===== config.mk =====
export PLATFORM = sky130hd
export DESIGN_NAME = rla_frame_aligner
export DESIGN_NICKNAME = d
export VERILOG_FILES = /design/src/rtl/rla_pkg.sv /design/src/rtl/rla_bit_tracker.sv /design/src/rtl/rla_conf_bank.sv /design/src/rtl/rla_lock_ctl.sv /design/src/rtl/rla_frame_aligner.sv
export SDC_FILE = /design/constraint.sdc
export NUM_CORES = 1
export LEC_CHECK = 0
export BUFFER_PORTS_ARGS = -buffer_cell sky130_fd_sc_hd__buf_2
export CORE_MARGIN = 2
export CORE_UTILIZATION = 40
export DETAILED_ROUTE_END_ITERATION = 8
export GPL_ROUTABILITY_DRIVEN = 0
export PLACE_DENSITY = 0.64
export SLEW_MARGIN = 20
export SYNTH_ARGS = -nofsm -noshare
export SYNTH_HDL_FRONTEND = slang
export SYNTH_SLANG_ARGS = --single-unit

===== constraint.sdc =====
create_clock -name clk -period 7.2 [get_ports clk]
set_clock_uncertainty 0.05 [all_clocks]
set_input_delay 0.72 -clock clk [delete_from_list [all_inputs] [get_ports clk]]
set_output_delay 0.72 -clock clk [all_outputs]
set_load 0.1 [all_outputs]

===== src/rtl/rla_pkg.sv =====
`timescale 1ns/1ps
package rla_pkg;
    localparam int unsigned FRAME_BITS = 12;
    localparam int unsigned CONF_LIMIT = 8;
    localparam int unsigned LOSS_LIMIT = 4;

    typedef enum logic {
        AL_HUNT  = 1'b0,
        AL_TRACK = 1'b1
    } align_state_e;

    typedef struct packed {
        logic tick;
        logic edge_ok;
    } bit_evt_t;

    function automatic logic at_last(input int unsigned pos, input int unsigned len);
        return pos == len - 1;
    endfunction
endpackage


===== src/rtl/rla_bit_tracker.sv =====
`timescale 1ns/1ps
module rla_bit_tracker
    import rla_pkg::*;
#(
    parameter int unsigned FRAME_LEN = FRAME_BITS,
    localparam int unsigned POS_W = $clog2(FRAME_LEN)
) (
    input  logic                 clk,
    input  logic                 rst,
    input  logic                 run,
    input  logic                 bit_en,
    input  logic                 ser_bit,
    output bit_evt_t             evt,
    output logic [POS_W-1:0]     pos,
    output logic [FRAME_LEN-1:0] hist
);
    logic prev_q;

    always_comb begin
        evt.tick    = run & bit_en;
        evt.edge_ok = ~prev_q & ser_bit;
    end

    always_ff @(posedge clk) begin
        if (rst || !run) begin
            pos    <= '0;
            prev_q <= 1'b0;
            hist   <= '0;
        end else if (evt.tick) begin
            pos    <= at_last(int'(pos), FRAME_LEN) ? '0 : pos + 1'b1;
            prev_q <= ser_bit;
            hist   <= {hist[FRAME_LEN-2:0], ser_bit};
        end
    end
endmodule


===== src/rtl/rla_conf_bank.sv =====
`timescale 1ns/1ps
module rla_conf_bank
    import rla_pkg::*;
#(
    parameter int unsigned FRAME_LEN = FRAME_BITS,
    parameter int unsigned CONF_MAX  = CONF_LIMIT,
    localparam int unsigned POS_W = $clog2(FRAME_LEN),
    localparam int unsigned CNT_W = $clog2(CONF_MAX + 1)
) (
    input  logic                 clk,
    input  logic                 rst,
    input  logic                 clr,
    input  bit_evt_t             evt,
    input  logic [POS_W-1:0]     pos,
    output logic [FRAME_LEN-1:0] sat
);
    for (genvar k = 0; k < FRAME_LEN; k++) begin : g_off
        logic [CNT_W-1:0] cnt;

        always_ff @(posedge clk) begin
            if (rst || clr) begin
                cnt <= '0;
            end else if (evt.tick && pos == POS_W'(k)) begin
                if (!evt.edge_ok) begin
                    cnt <= '0;
                end else if (cnt != CNT_W'(CONF_MAX)) begin
                    cnt <= cnt + 1'b1;
                end
            end
        end

        assign sat[k] = (cnt == CNT_W'(CONF_MAX));
    end
endmodule


===== src/rtl/rla_lock_ctl.sv =====
`timescale 1ns/1ps
module rla_lock_ctl
    import rla_pkg::*;
#(
    parameter int unsigned FRAME_LEN = FRAME_BITS,
    parameter int unsigned LOSS_MAX  = LOSS_LIMIT,
    localparam int unsigned POS_W = $clog2(FRAME_LEN),
    localparam int unsigned PAY_W = FRAME_LEN - 2,
    localparam int unsigned BAD_W = $clog2(LOSS_MAX + 1)
) (
    input  logic                 clk,
    input  logic                 rst,
    input  logic                 run,
    input  bit_evt_t             evt,
    input  logic [POS_W-1:0]     pos,
    input  logic [FRAME_LEN-1:0] hist,
    input  logic [FRAME_LEN-1:0] sat,
    output logic                 locked,
    output logic                 drop,
    output logic [PAY_W-1:0]     word_q,
    output logic                 vld_q
);
    align_state_e     st;
    logic [POS_W-1:0] anchor;
    logic [BAD_W-1:0] bad;
    logic [PAY_W-1:0] pay;
    logic             on_anchor;
    logic             acquire;

    // Oldest stored bit is the start bit; payload bit 0 follows it.
    always_comb begin
        for (int i = 0; i < PAY_W; i++) begin
            pay[i] = hist[FRAME_LEN-2-i];
        end
    end

    assign on_anchor = (st == AL_TRACK) && evt.tick && (pos == anchor);
    assign acquire   = (st == AL_HUNT) && evt.tick && evt.edge_ok
                       && sat[pos] && ($countones(sat) == 1);
    assign drop      = on_anchor && !evt.edge_ok && (bad == BAD_W'(LOSS_MAX - 1));
    assign locked    = (st == AL_TRACK);

    always_ff @(posedge clk) begin
        if (rst || !run) begin
            st     <= AL_HUNT;
            anchor <= '0;
            bad    <= '0;
            word_q <= '0;
            vld_q  <= 1'b0;
        end else begin
            vld_q <= on_anchor;
            if (on_anchor) begin
                word_q <= pay;
            end
            if (acquire) begin
                st     <= AL_TRACK;
                anchor <= pos;
                bad    <= '0;
            end else if (on_anchor) begin
                if (evt.edge_ok) begin
                    bad <= '0;
                end else if (drop) begin
                    st  <= AL_HUNT;
                    bad <= '0;
                end else begin
                    bad <= bad + 1'b1;
                end
            end
        end
    end
endmodule


===== src/rtl/rla_frame_aligner.sv =====
`timescale 1ns/1ps
module rla_frame_aligner
    import rla_pkg::*;
#(
    parameter int unsigned FRAME_LEN = FRAME_BITS,
    parameter int unsigned CONF_MAX  = CONF_LIMIT,
    parameter int unsigned LOSS_MAX  = LOSS_LIMIT,
    localparam int unsigned PAY_W = FRAME_LEN - 2,
    localparam int unsigned POS_W = $clog2(FRAME_LEN)
) (
    input  logic             clk,
    input  logic             rst,
    input  logic             pwr_up,
    input  logic             out_en,
    input  logic             edge_rise,
    input  logic             bit_en,
    input  logic             ser_bit,
    output logic             lock_n,
    output logic [PAY_W-1:0] word,
    output logic             wstb
);
    bit_evt_t             evt;
    logic [POS_W-1:0]     pos;
    logic [FRAME_LEN-1:0] hist;
    logic [FRAME_LEN-1:0] sat;
    logic                 locked;
    logic                 drop;
    logic [PAY_W-1:0]     word_q;
    logic                 vld_q;
    logic                 show;

    rla_bit_tracker #(.FRAME_LEN(FRAME_LEN)) u_trk (
        .clk(clk), .rst(rst), .run(pwr_up), .bit_en(bit_en), .ser_bit(ser_bit),
        .evt(evt), .pos(pos), .hist(hist)
    );

    rla_conf_bank #(.FRAME_LEN(FRAME_LEN), .CONF_MAX(CONF_MAX)) u_bank (
        .clk(clk), .rst(rst), .clr(drop | ~pwr_up), .evt(evt), .pos(pos), .sat(sat)
    );

    rla_lock_ctl #(.FRAME_LEN(FRAME_LEN), .LOSS_MAX(LOSS_MAX)) u_ctl (
        .clk(clk), .rst(rst), .run(pwr_up), .evt(evt), .pos(pos), .hist(hist),
        .sat(sat), .locked(locked), .drop(drop), .word_q(word_q), .vld_q(vld_q)
    );

    assign show   = locked & pwr_up & out_en;
    assign lock_n = ~(locked & pwr_up);
    assign word   = show ? word_q : '0;
    assign wstb   = show & (edge_rise ? vld_q : ~vld_q);
endmodule


==> results by group, run 1 <==
Run status
  – Status: finished, final reports clean

Synth
  – Top cells by area, synth: dfxtp_1 36%, ha_1 11%, mux2i_1 6.3%
  – Syn Area/Cell: 9.15 um^2
  – Post-synth EDFFs: 0
  – Synth Cell Area: 4610 um^2
  – Synth Register Bits: 82
  – Mux contribution to synthesized area: 6.54%
  – Simple-Gate Fraction of Synth Area: 21.4%
  – Sequential-to-total area share from yosys stat: 35.6%
  – Post-Synthesis Cells: 504
  – Commonest cells post-synth: 82 x dfxtp_1, 67 x nor2_1, 40 x inv_1
  – Count leader, synth: dfxtp_1
  – Xor and xnor area share after synthesis: 6.83%
  – Adder-Cell Fraction of Synth Area: 13.6%
  – Main synth FF type: dfxtp_1
  – Yosys warning count: 0
  – Synth Area in Compound Gates: 10.5%
  – Unique masters post-synth: 56
  – Leading area contributor after synthesis: dfxtp_1
  – Net count after synthesis: 557
  – Yosys top cell area share: 35.6%
  – Largest family of logic cells by synthesized area: simple AND/OR/NAND/NOR gates
  – Asr flop ratio synth: 0%

Drt
  – Initial DRC Count: 159
  – DRC errors left: 0
  – Routed WL per cell: 13.7 um
  – DR pass1 iterations: 5
  – Via Count: 3411
  – Vias/cell: 5.14
  – Routed Antenna Nets: 0
  – Final WL: 9080 um

Power and ir drop
  – Part of the power in registers: 48.3%
  – NetSw: 0.235 mW
  – Switching Share: 24.9%
  – Pleak: 2.10 nW
  – Combinational Power Share: 3.6%
  – Cell Pwr Density: 185 nW/um^2
  – Internal power component: 0.709 mW
  – Max IR drop VDD: 0.000153 V
  – Clk pwr share: 48.1%

Layout
  – Area Growth Syn to Fin: 10.6%
  – Fillers: 1102
  – Diode count: 0
  – Fraction of layout cells with a size suffix above 1: 11.1%
  – Final non-filler cell total: 664
  – Final nets: 569

Worst setup path
  – FF-to-FF path depth: 16
  – Setup Crit Path Kind: reg2reg
  – Crit path launch type: flip-flop
  – Crit-path max FO: 8
  – Critical path endpoint category: flip-flop
  – Crit path DAT: 4980 ps
  – CP max stage delay: 510 ps
  – Crit path cell chain: inv_1, ha_1, and3b_1, ha_1, inv_1, fa_1, fa_1, inv_1, fa_1, ha_1, fa_1, nor3b_1, o2111ai_1, nand4b_1, a211oi_4, o32ai_1
  – Slowest-stage cell, CP: fa_1
  – Worst EP required: 7360 ps
  – Most used cell, CP: fa_1

Die
  – Cell row count: 39
  – Chip Width: 111 um
  – Die H: 111 um
  – Core ar.: 11300 um^2
  – Die Area: 12400 um^2
  – Ports: 19
  – Initial Util: 40.7%

Clock network
  – Number of buffers created by CTS: 9
  – Worst-path clk slew: 70 ps
  – CTS tree: done
  – CTS max path bufs: 2
  – Worst-Skew Late Latency: 350 ps
  – Post-cts sizing count: 0
  – Clock sink total: 82
  – Post-CTS Setup Bufs: 0
  – H-tree levels: 3
  – CTS Hold Bufs: 0
  – Root buf cell: clkbuf_16

GRT
  – Initial antenna violation count: 0
  – GR Overflow Total: 0
  – Largest net degree at the start of global routing: 33
  – First-pass GRT wire length: 15900 um
  – Vias in the first global route: 3430
  – Gr usage total: 15.8%

STA
  – Minimum clock period: 4820 ps
  – Final hold violations: 0
  – Slew @ Worst Pin: 809 ps
  – Final WS setup: 2380 ps
  – Setup Viol. Count Final: 0
  – Relative slew slack: 45.8%
  – Tcrit/Tclk final: 66.9%
  – Setup_tns: 0 ps
  – RSZ-0062 raised after global routing: no
  – Fin Hold WS: 412 ps
  – Fmax: 207 MHz
  – Max-slew violations: 0

Hold path
  – HP Class: reg2reg
  – Hold path cells: 2

Place
  – Detail Placement HPWL: 6620 um
  – Setup WS pre-CTS: 2380 ps
  – Count of input and output buffers: 18
  – Placed cells: 648

Flow run
  – Max-cap violations: 0
registers in the layout, summed over array words and instances (netlist names):
name / flops
u_ctl.vld_q: 1
u_bank.g_off.cnt: 48
u_trk.pos: 4
u_ctl.word_q: 10
u_ctl.bad: 3
u_ctl.locked: 1
u_ctl.anchor: 4
u_trk.hist: 11
metal layers:
metal	global-route usage, %	vias up	part of all wire (%)
li1	-	1717	-
met1	18.7	1627	46
met2	26.0	54	48
met3	4.41	13	3.2
met4	8.40	0	2.3
met5	0	-	0
path summary, 6_finish.rpt:
path | start | endpoint | slack (ps)
setup / recovery | u_bank.g_off[3].cnt[0] | u_ctl.anchor[3] | 2380
hold / removal | u_ctl.bad[2] | u_ctl.bad[2] | 410
setup reg to reg | u_bank.g_off[3].cnt[0] | u_ctl.anchor[3] | 2380
hold reg to reg | u_ctl.bad[2] | u_ctl.bad[2] | 410
final cells by class:
cell class	count	area, um^2	share of cell area, %
Multi-Input combinational cell	361	2720	53.3
Timing Repair Buffer	21	113	2.21
Clock buffer	9	225	4.42
Clock inverter	7	67.6	1.32
Inverter	41	154	3.02
Tap cell	143	179	3.51
Sequential cell	82	1640	32.2
power by group through the flow:
stage               Clock (mW)  Sequential, mW  Combinational, mW
floorplan                    0           0.465             0.0260
global placement             0           0.466             0.0334
detailed placement           0           0.466             0.0339
CTS                      0.471           0.456             0.0340
global route             0.487           0.456             0.0371
finish                   0.453           0.456             0.0339
cells in the final DEF (no fill, tap or decap), types with 2 or more instances in the layout:
| cell | instances |
|---|---|
| inv_1 | 40 |
| a22oi_1 | 2 |
| o32ai_1 | 2 |
| inv_8 | 3 |
| mux2i_1 | 29 |
| xnor2_1 | 11 |
| nand3b_1 | 3 |
| or3_1 | 3 |
| nand2_1 | 29 |
| a21oi_1 | 5 |
| o21ai_0 | 24 |
| xor2_1 | 25 |
| buf_2 | 18 |
| inv_6 | 3 |
| and3_1 | 2 |
| ha_1 | 39 |
| nand3_2 | 2 |
| a211oi_2 | 6 |
| nor2b_1 | 3 |
| nor3_1 | 3 |
| clkbuf_16 | 9 |
| nand3_1 | 17 |
| buf_4 | 3 |
| nor2_1 | 67 |
| a211oi_1 | 3 |
| and3b_1 | 10 |
| fa_1 | 7 |
| and2_1 | 22 |
| a21o_1 | 2 |
| nor3b_1 | 2 |
| nand2b_1 | 6 |
| dfxtp_1 | 82 |
| nand4_1 | 12 |
| a2111oi_4 | 3 |
cell families (layout without fill, tap and decap cells):
family,count (synthesis),after routing
compound gates,58,58
xor+xnor,36,36
fa+ha+maj,46,46
buf+inv,61,78
flops,82,82
mux,30,30
simple gates,191,191
worst max-delay path, delay by kind of cell (launching register included):
kind	cells	cell delay, ps
compound gates	3	770
fa+ha+maj	7	2600
buf+inv	3	170
flops	1	390
simple gates	3	700
metrics by stage:
step,power (mW),util [%],area [um^2]
6_report,0.943,45.0,5100
5_1_grt,0.980,45.0,5100
4_1_cts,0.960,45.0,5100
3_5_place_dp,0.500,42.5,4810
3_3_place_gp,0.500,42.5,4810
2_1_floorplan,0.491,-,4610
No activity file was read; power rests on OpenSTA's default activity.
==> inputs of run 2 (changes only) <==
--- a/config.mk
+++ b/config.mk
@@ -5,12 +5,13 @@
 export SDC_FILE = /design/constraint.sdc
 export NUM_CORES = 1
 export LEC_CHECK = 0
+export ABC_AREA = 1
 export BUFFER_PORTS_ARGS = -buffer_cell sky130_fd_sc_hd__buf_2
 export CORE_MARGIN = 2
 export CORE_UTILIZATION = 40
 export DETAILED_ROUTE_END_ITERATION = 8
 export GPL_ROUTABILITY_DRIVEN = 0
-export PLACE_DENSITY = 0.64
+export PLACE_DENSITY = 0.66
 export SLEW_MARGIN = 20
 export SYNTH_ARGS = -nofsm -noshare
 export SYNTH_HDL_FRONTEND = slang
==> constraint.sdc (replaced) <==
create_clock -name clk -period 4 [get_ports clk]
set_clock_uncertainty 0.05 [all_clocks]
set_input_delay 0.4 -clock clk [delete_from_list [all_inputs] [get_ports clk]]
set_output_delay 0.4 -clock clk [all_outputs]
set_load 0.1 [all_outputs]
==> run 2 against run 1 <==
The flow now finishes with violations (setup timing). Power is 86% higher. Non-clock buffer count up 31. Setup slack worse by 2500 ps. Combinational power is 100% higher. Die area rose by 0.37%. First-iteration DRC count is 32% higher.
==> results by group, run 2 <==
Run status
  – Status: finished, violations left
  – Failing checks: setup timing

Synth
  – Sequential-to-total area share from yosys stat: 35.4%
  – Unique masters post-synth: 30
  – Yosys warning count: 0
  – Net count after synthesis: 678
  – Yosys top cell area share: 35.4%
  – Syn Area/Cell: 7.41 um^2
  – Main synth FF type: dfxtp_1
  – Asr flop ratio synth: 0%
  – Commonest cells post-synth: 96 x nand2_1, 93 x inv_1, 82 x dfxtp_1
  – Synth Cell Area: 4630 um^2
  – Top cells by area, synth: dfxtp_1 35%, ha_1 11%, nand2_1 7.8%
  – Post-synth EDFFs: 0
  – Synth Register Bits: 82
  – Post-Synthesis Cells: 625
  – Leading area contributor after synthesis: dfxtp_1
  – Count leader, synth: nand2_1

GRT
  – Vias in the first global route: 3944
  – Largest net degree at the start of global routing: 49
  – Initial antenna violation count: 0
  – GR Overflow Total: 0
  – Gr usage total: 17.2%
  – First-pass GRT wire length: 17400 um

Worst setup path
  – Crit path launch type: flip-flop
  – Setup Crit Path Kind: reg2reg
  – CP max stage delay: 500 ps
  – Critical path endpoint category: flip-flop
  – Crit-path max FO: 6
  – Worst EP required: 4200 ps
  – Most used cell, CP: fa_1
  – Crit path cell chain: inv_2, ha_4, nand2_2, nor2_4, ha_4, inv_2, fa_1, fa_1, inv_2, fa_1, ha_2, fa_1, nor3b_2, nand4_1, a21oi_2, nand3_4, nand3_1, nand2_1
  – Crit path DAT: 4340 ps
  – FF-to-FF path depth: 18
  – Slowest-stage cell, CP: fa_1

Flow run
  – Max-cap violations: 0

Power and ir drop
  – Cell Pwr Density: 316 nW/um^2
  – Max IR drop VDD: 0.000255 V
  – Tot Pwr: 1.76 mW
  – Pleak: 2.26 nW

Hold path
  – HP Class: in2reg
  – Hold path cells: 3

Clock network
  – H-tree levels: 3
  – CTS max path bufs: 2
  – CTS tree: done
  – Number of buffers created by CTS: 9
  – Root buf cell: clkbuf_16
  – Clock sink total: 82
  – Worst-path clk slew: 70 ps
  – Worst-Skew Late Latency: 350 ps

Die
  – Die H: 112 um
  – Chip Width: 112 um
  – Initial Util: 40.7%
  – Cell row count: 39
  – Core ar.: 11400 um^2
  – Ports: 19
  – Die Area: 12500 um^2

Drt
  – Routed Antenna Nets: 0
  – Vias/cell: 4.87
  – Initial DRC Count: 210
  – Via Count: 3972
  – Routed WL per cell: 12.2 um
  – Final WL: 9930 um
  – DR pass1 iterations: 4
  – DRC errors left: 0

STA
  – Minimum clock period: 4150 ps
  – RSZ-0062 raised after global routing: yes
  – Fmax: 241 MHz
  – Relative slew slack: 61.1%
  – Final WS setup: -146 ps
  – Final hold violations: 0
  – Max-slew violations: 0
  – Setup Viol. Count Final: 8
  – Fin Hold WS: 308 ps
  – Tcrit/Tclk final: 104%
  – Slew @ Worst Pin: 583 ps

Layout
  – Area Growth Syn to Fin: 20.0%
  – Max FFs per register: 48
  – Most frequent cells in the layout: 89 x nand2_1, 80 x inv_1, 71 x nor2_1
  – Commonest non-fill, non-tap cell in the layout: nand2_1
  – Final nets: 721
  – Fillers: 1094
  – Reg area: 1660 um^2
  – Most flops, register: u_bank.g_off.cnt
  – Final non-filler cell total: 816
  – Top Registers: u_bank.g_off.cnt (48), u_trk.hist (11), u_ctl.word_q (10)
  – Fraction of layout cells with a size suffix above 1: 21.2%
  – Diode count: 0
  – Multi-input gate area: 2710 um^2

Place
  – Detail Placement HPWL: 6840 um
  – Placed cells: 790
  – Count of input and output buffers: 18
run 2: changes by cell type in the layout (fill, tap and decap cells not counted), sizes merged, moves of 6 or more:
cell / delta
nand2: +69
inv: +53
nand3: +46
a21oi: +38
buf: +31
mux2i: -29
and2: -23
nor3: +23
nor2: +14
and3b: -11
a211oi: -10
xnor2: -10
nand2b: -6
run 2: where the power goes:
part	internal, mW	switching (mW)
clock network	0.497	0.368
logic	0.0166	0.0516
registers	0.822	0.00429
run 2: path summary, 6_finish.rpt:
| path | start | to | slack, ps |
|---|---|---|---|
| min reg2reg | u_ctl.word_q[8] | u_ctl.word_q[8] | 400 |
| min | ser_bit | u_trk.hist[0] | 310 |
| max reg2reg | u_bank.g_off[5].cnt[0] | u_ctl.anchor[2] | -150 |
| max | u_bank.g_off[5].cnt[0] | u_ctl.anchor[2] | -150 |
run 2: layout make-up:
class / instances / area share, %
repair buffers: 52 / 6.21
multi-input cells: 427 / 48.7
inverters: 96 / 6.50
well taps: 143 / 3.22
flip-flops and latches: 82 / 29.8
clock buffers: 9 / 4.05
clock inverters: 7 / 1.51
run 2: worst max-delay path, delay by kind of cell, from the launching register on:
kind	cells	cell delay, ps
AO/OA/AOI/OAI	1	230
adder cells (fa/ha/maj)	7	2520
AND/OR/NAND/NOR	7	800
buffers and inverters	3	120
flip-flops	1	340
run 2: kinds of logic (layout without fill, tap and decap cells):
group	after synthesis	count (layout)	synth area share (%)
xor gates and xnor gates	28	28	5.30
adders and majority gates	46	46	13.6
DFF	82	82	35.4
AOI/OAI and AO/OA	71	71	8.57
and+or+nand+nor	282	282	26.8
buffers and inverters	116	164	10.3
run 2: stage by stage:
step	utilization, %	TNS [ps]	cell area, um^2	setup WS, ps
after floorplan	-	0	4650	3.80
after global placement	43.9	-664	4990	-97.4
after detailed placement	43.9	-2020	4990	-272
after CTS	47.8	-995	5440	-141
after global routing	48.9	-2260	5560	-308
final	48.9	-1030	5560	-146
run 2: timing repair:
| item | CTS | global route |
|---|---|---|
| setup endpoints to repair | 8 | 8 |
| resized for setup | 30 | 26 |
| pin swaps | 27 | 19 |
| setup buffers | 10 | 1 |
| hold buffers | 0 | 0 |
run 2: routing by layer:
layer,GRT usage (%),up-vias,share of wire [%]
met4,8.81,0,2.5
li1,-,2069,-
met2,28.8,67,49
met3,4.35,20,3.2
met1,20.4,1816,46
met5,0,-,0
==> inputs of run 3 (changes only) <==
--- a/config.mk
+++ b/config.mk
@@ -7,11 +7,13 @@
 export LEC_CHECK = 0
 export ABC_AREA = 1
 export BUFFER_PORTS_ARGS = -buffer_cell sky130_fd_sc_hd__buf_2
+export CELL_PAD_IN_SITES_DETAIL_PLACEMENT = 0
+export CELL_PAD_IN_SITES_GLOBAL_PLACEMENT = 1
 export CORE_MARGIN = 2
 export CORE_UTILIZATION = 40
 export DETAILED_ROUTE_END_ITERATION = 8
 export GPL_ROUTABILITY_DRIVEN = 0
-export PLACE_DENSITY = 0.66
+export PLACE_DENSITY = 0.82
 export SLEW_MARGIN = 20
 export SYNTH_ARGS = -nofsm -noshare
 export SYNTH_HDL_FRONTEND = slang
==> run 3 against run 2 <==
The run still ends with setup timing left. Clock-buffer cell count did not move. Via count fell by 0.88%. Power fell by 5.0%. Sequential share of layout area rose by 0.28 points. Worst hold slack improved by 15 ps. Setup slack improved by 26 ps. Non-clock buffer count did not move. Final cell count did not move. Die area did not move. Wire length fell by 1.2%. Sequential power barely moved. Register-to-register slack improved by 30 ps.
==> results by group, run 3 (synthesis gave the netlist of run 2 again) <==
Power and ir drop
  – Max IR drop VDD: 0.000239 V
  – Internal power component: 1.26 mW
  – Switching Share: 24.5%
  – Pleak: 2.23 nW
  – Part of the power in registers: 49.4%
  – Combinational Power Share: 4.0%
  – NetSw: 0.409 mW
  – Cell Pwr Density: 303 nW/um^2
  – Clk pwr share: 46.5%

Clock network
  – H-tree levels: 3
  – CTS max path bufs: 2
  – Worst-Skew Late Latency: 350 ps
  – CTS Hold Bufs: 0
  – CTS tree: done
  – Number of buffers created by CTS: 9
  – Clock sink total: 82
  – Worst-path clk slew: 60 ps
  – Root buf cell: clkbuf_16

Die
  – Die Area: 12500 um^2
  – Chip Width: 112 um
  – Initial Util: 40.7%
  – Die H: 112 um
  – Cell row count: 39
  – Core ar.: 11400 um^2
  – Ports: 19

Worst setup path
  – Worst EP required: 4190 ps
  – RR Startpoint: u_bank.g_off[2].cnt[0]
  – Critical path endpoint category: flip-flop
  – Slack of the worst reg-to-reg path: -120 ps
  – Setup Crit Path Kind: reg2reg
  – Crit path launch type: flip-flop
  – Crit-path max FO: 6
  – Crit path DAT: 4300 ps
  – Setup crit start: u_bank.g_off[2].cnt[0]

Layout
  – Commonest non-fill, non-tap cell in the layout: nand2_1
  – Final non-filler cell total: 816
  – Final Cell Area: 5510 um^2
  – Final nets: 721
  – Diode count: 0
  – Max FFs per register: 48
  – Fraction of layout cells with a size suffix above 1: 21.1%
  – Most flops, register: u_bank.g_off.cnt
  – Top Registers: u_bank.g_off.cnt (48), u_trk.hist (11), u_ctl.word_q (10)
  – Most frequent cells in the layout: 90 x nand2_1, 81 x inv_1, 70 x nor2_1, 70 x dfxtp_1, 59 x nand3_1
  – Area Growth Syn to Fin: 18.9%

STA
  – Final WS setup: -120 ps
  – Max-slew violations: 0
  – Fin Hold WS: 323 ps
  – Tcrit/Tclk final: 103%
  – Slew @ Worst Pin: 548 ps
  – Relative slew slack: 63.5%
  – Minimum clock period: 4120 ps
  – Fmax: 243 MHz
  – RSZ-0062 raised after global routing: yes
  – Final hold violations: 0
  – Setup Viol. Count Final: 8

GRT
  – Largest net degree at the start of global routing: 50
  – GR Overflow Total: 0
  – Vias in the first global route: 3833
  – First-pass GRT wire length: 17200 um
  – Gr usage total: 16.7%
  – Initial antenna violation count: 0

Place
  – Placed cell area: 4990 um^2
  – Setup WS pre-CTS: -170 ps
  – Detail Placement HPWL: 6820 um
  – Count of input and output buffers: 18
  – Placed cells: 790

Drt
  – Routed Antenna Nets: 0
  – Via Count: 3937
  – DR pass1 iterations: 4
  – Final WL: 9820 um
  – Routed WL per cell: 12.0 um
  – Vias/cell: 4.82
  – DRC errors left: 0
  – Initial DRC Count: 196

Run status
  – Status: finished, violations left
  – Failing checks: setup timing

Hold path
  – HP Class: in2reg
  – Worst hold start: ser_bit

Flow run
  – Max-cap violations: 0
## run 3: cell types whose count changed in the layout (fill, tap and decap cells not counted), sizes merged
cell | previous run | this run
inv | 100 | 97
clkinv | 1 | 3
bufinv | 1 | 0
clkinvlp | 1 | 3
## run 3: power groups by stage
stage	clock (mW)	sequential, mW	combinational (mW)
2_1_floorplan	0	0.843	0.0516
3_3_place_gp	0	0.845	0.0662
3_5_place_dp	0	0.845	0.0670
4_1_cts	0.801	0.826	0.0678
5_1_grt	0.830	0.827	0.0762
6_report	0.778	0.826	0.0673
## run 3: path summary, 6_finish.rpt
check | to | cells after the start
hold / removal | u_trk.hist[0] | 3
hold reg to reg | u_ctl.word_q[4] | 2
setup reg to reg | u_ctl.bad[0] | 18
setup / recovery | u_ctl.bad[0] | 18
## run 3: worst max-delay path, cell delays in order (launching register included)
cell     delay [ps]
dfxtp_2         340
inv_2            50
ha_4            150
nand2_2          50
nor2_2           40
ha_1            290
inv_2            40
fa_1            480
fa_1            490
inv_1            50
fa_1            500
ha_2            190
fa_1            440
nor3b_2         220
nand4_1         130
a21oi_2         210
nand3_4         140
nand2_2         100
nor2_1           40
## run 3: final cells by class
class,instances,area (um^2)
Clock buffer,9,225
Clock inverter,7,53.8
Fill cell,1120,5860
Inverter,96,362
Multi-Input combinational cell,427,2690
Sequential cell,82,1660
Tap cell,143,179
Timing Repair Buffer,52,345
## run 3: metrics by stage
step | TNS (ps) | util [%] | total power, mW
2_1_floorplan | 0 | - | 0.895
3_3_place_gp | -461 | 43.9 | 0.911
3_5_place_dp | -1240 | 43.9 | 0.912
4_1_cts | -1020 | 47.5 | 1.69
5_1_grt | -1960 | 48.4 | 1.73
6_report | -851 | 48.4 | 1.67
## run 3: repair_timing
item / CTS / global route
pin swaps: 29 / 18
resized for setup: 34 / 18
endpoints found under the setup margin: 8 / 8
setup buffers: 6 / 5
## run 3: routing by layer
layer | up-vias | routed length [um] | GRT usage, %
met5 | - | 0 | 0
met4 | 0 | 195 | 7.65
met3 | 15 | 272 | 3.16
met2 | 47 | 4660 | 27.5
met1 | 1810 | 4690 | 21.4
li1 | 2065 | - | -
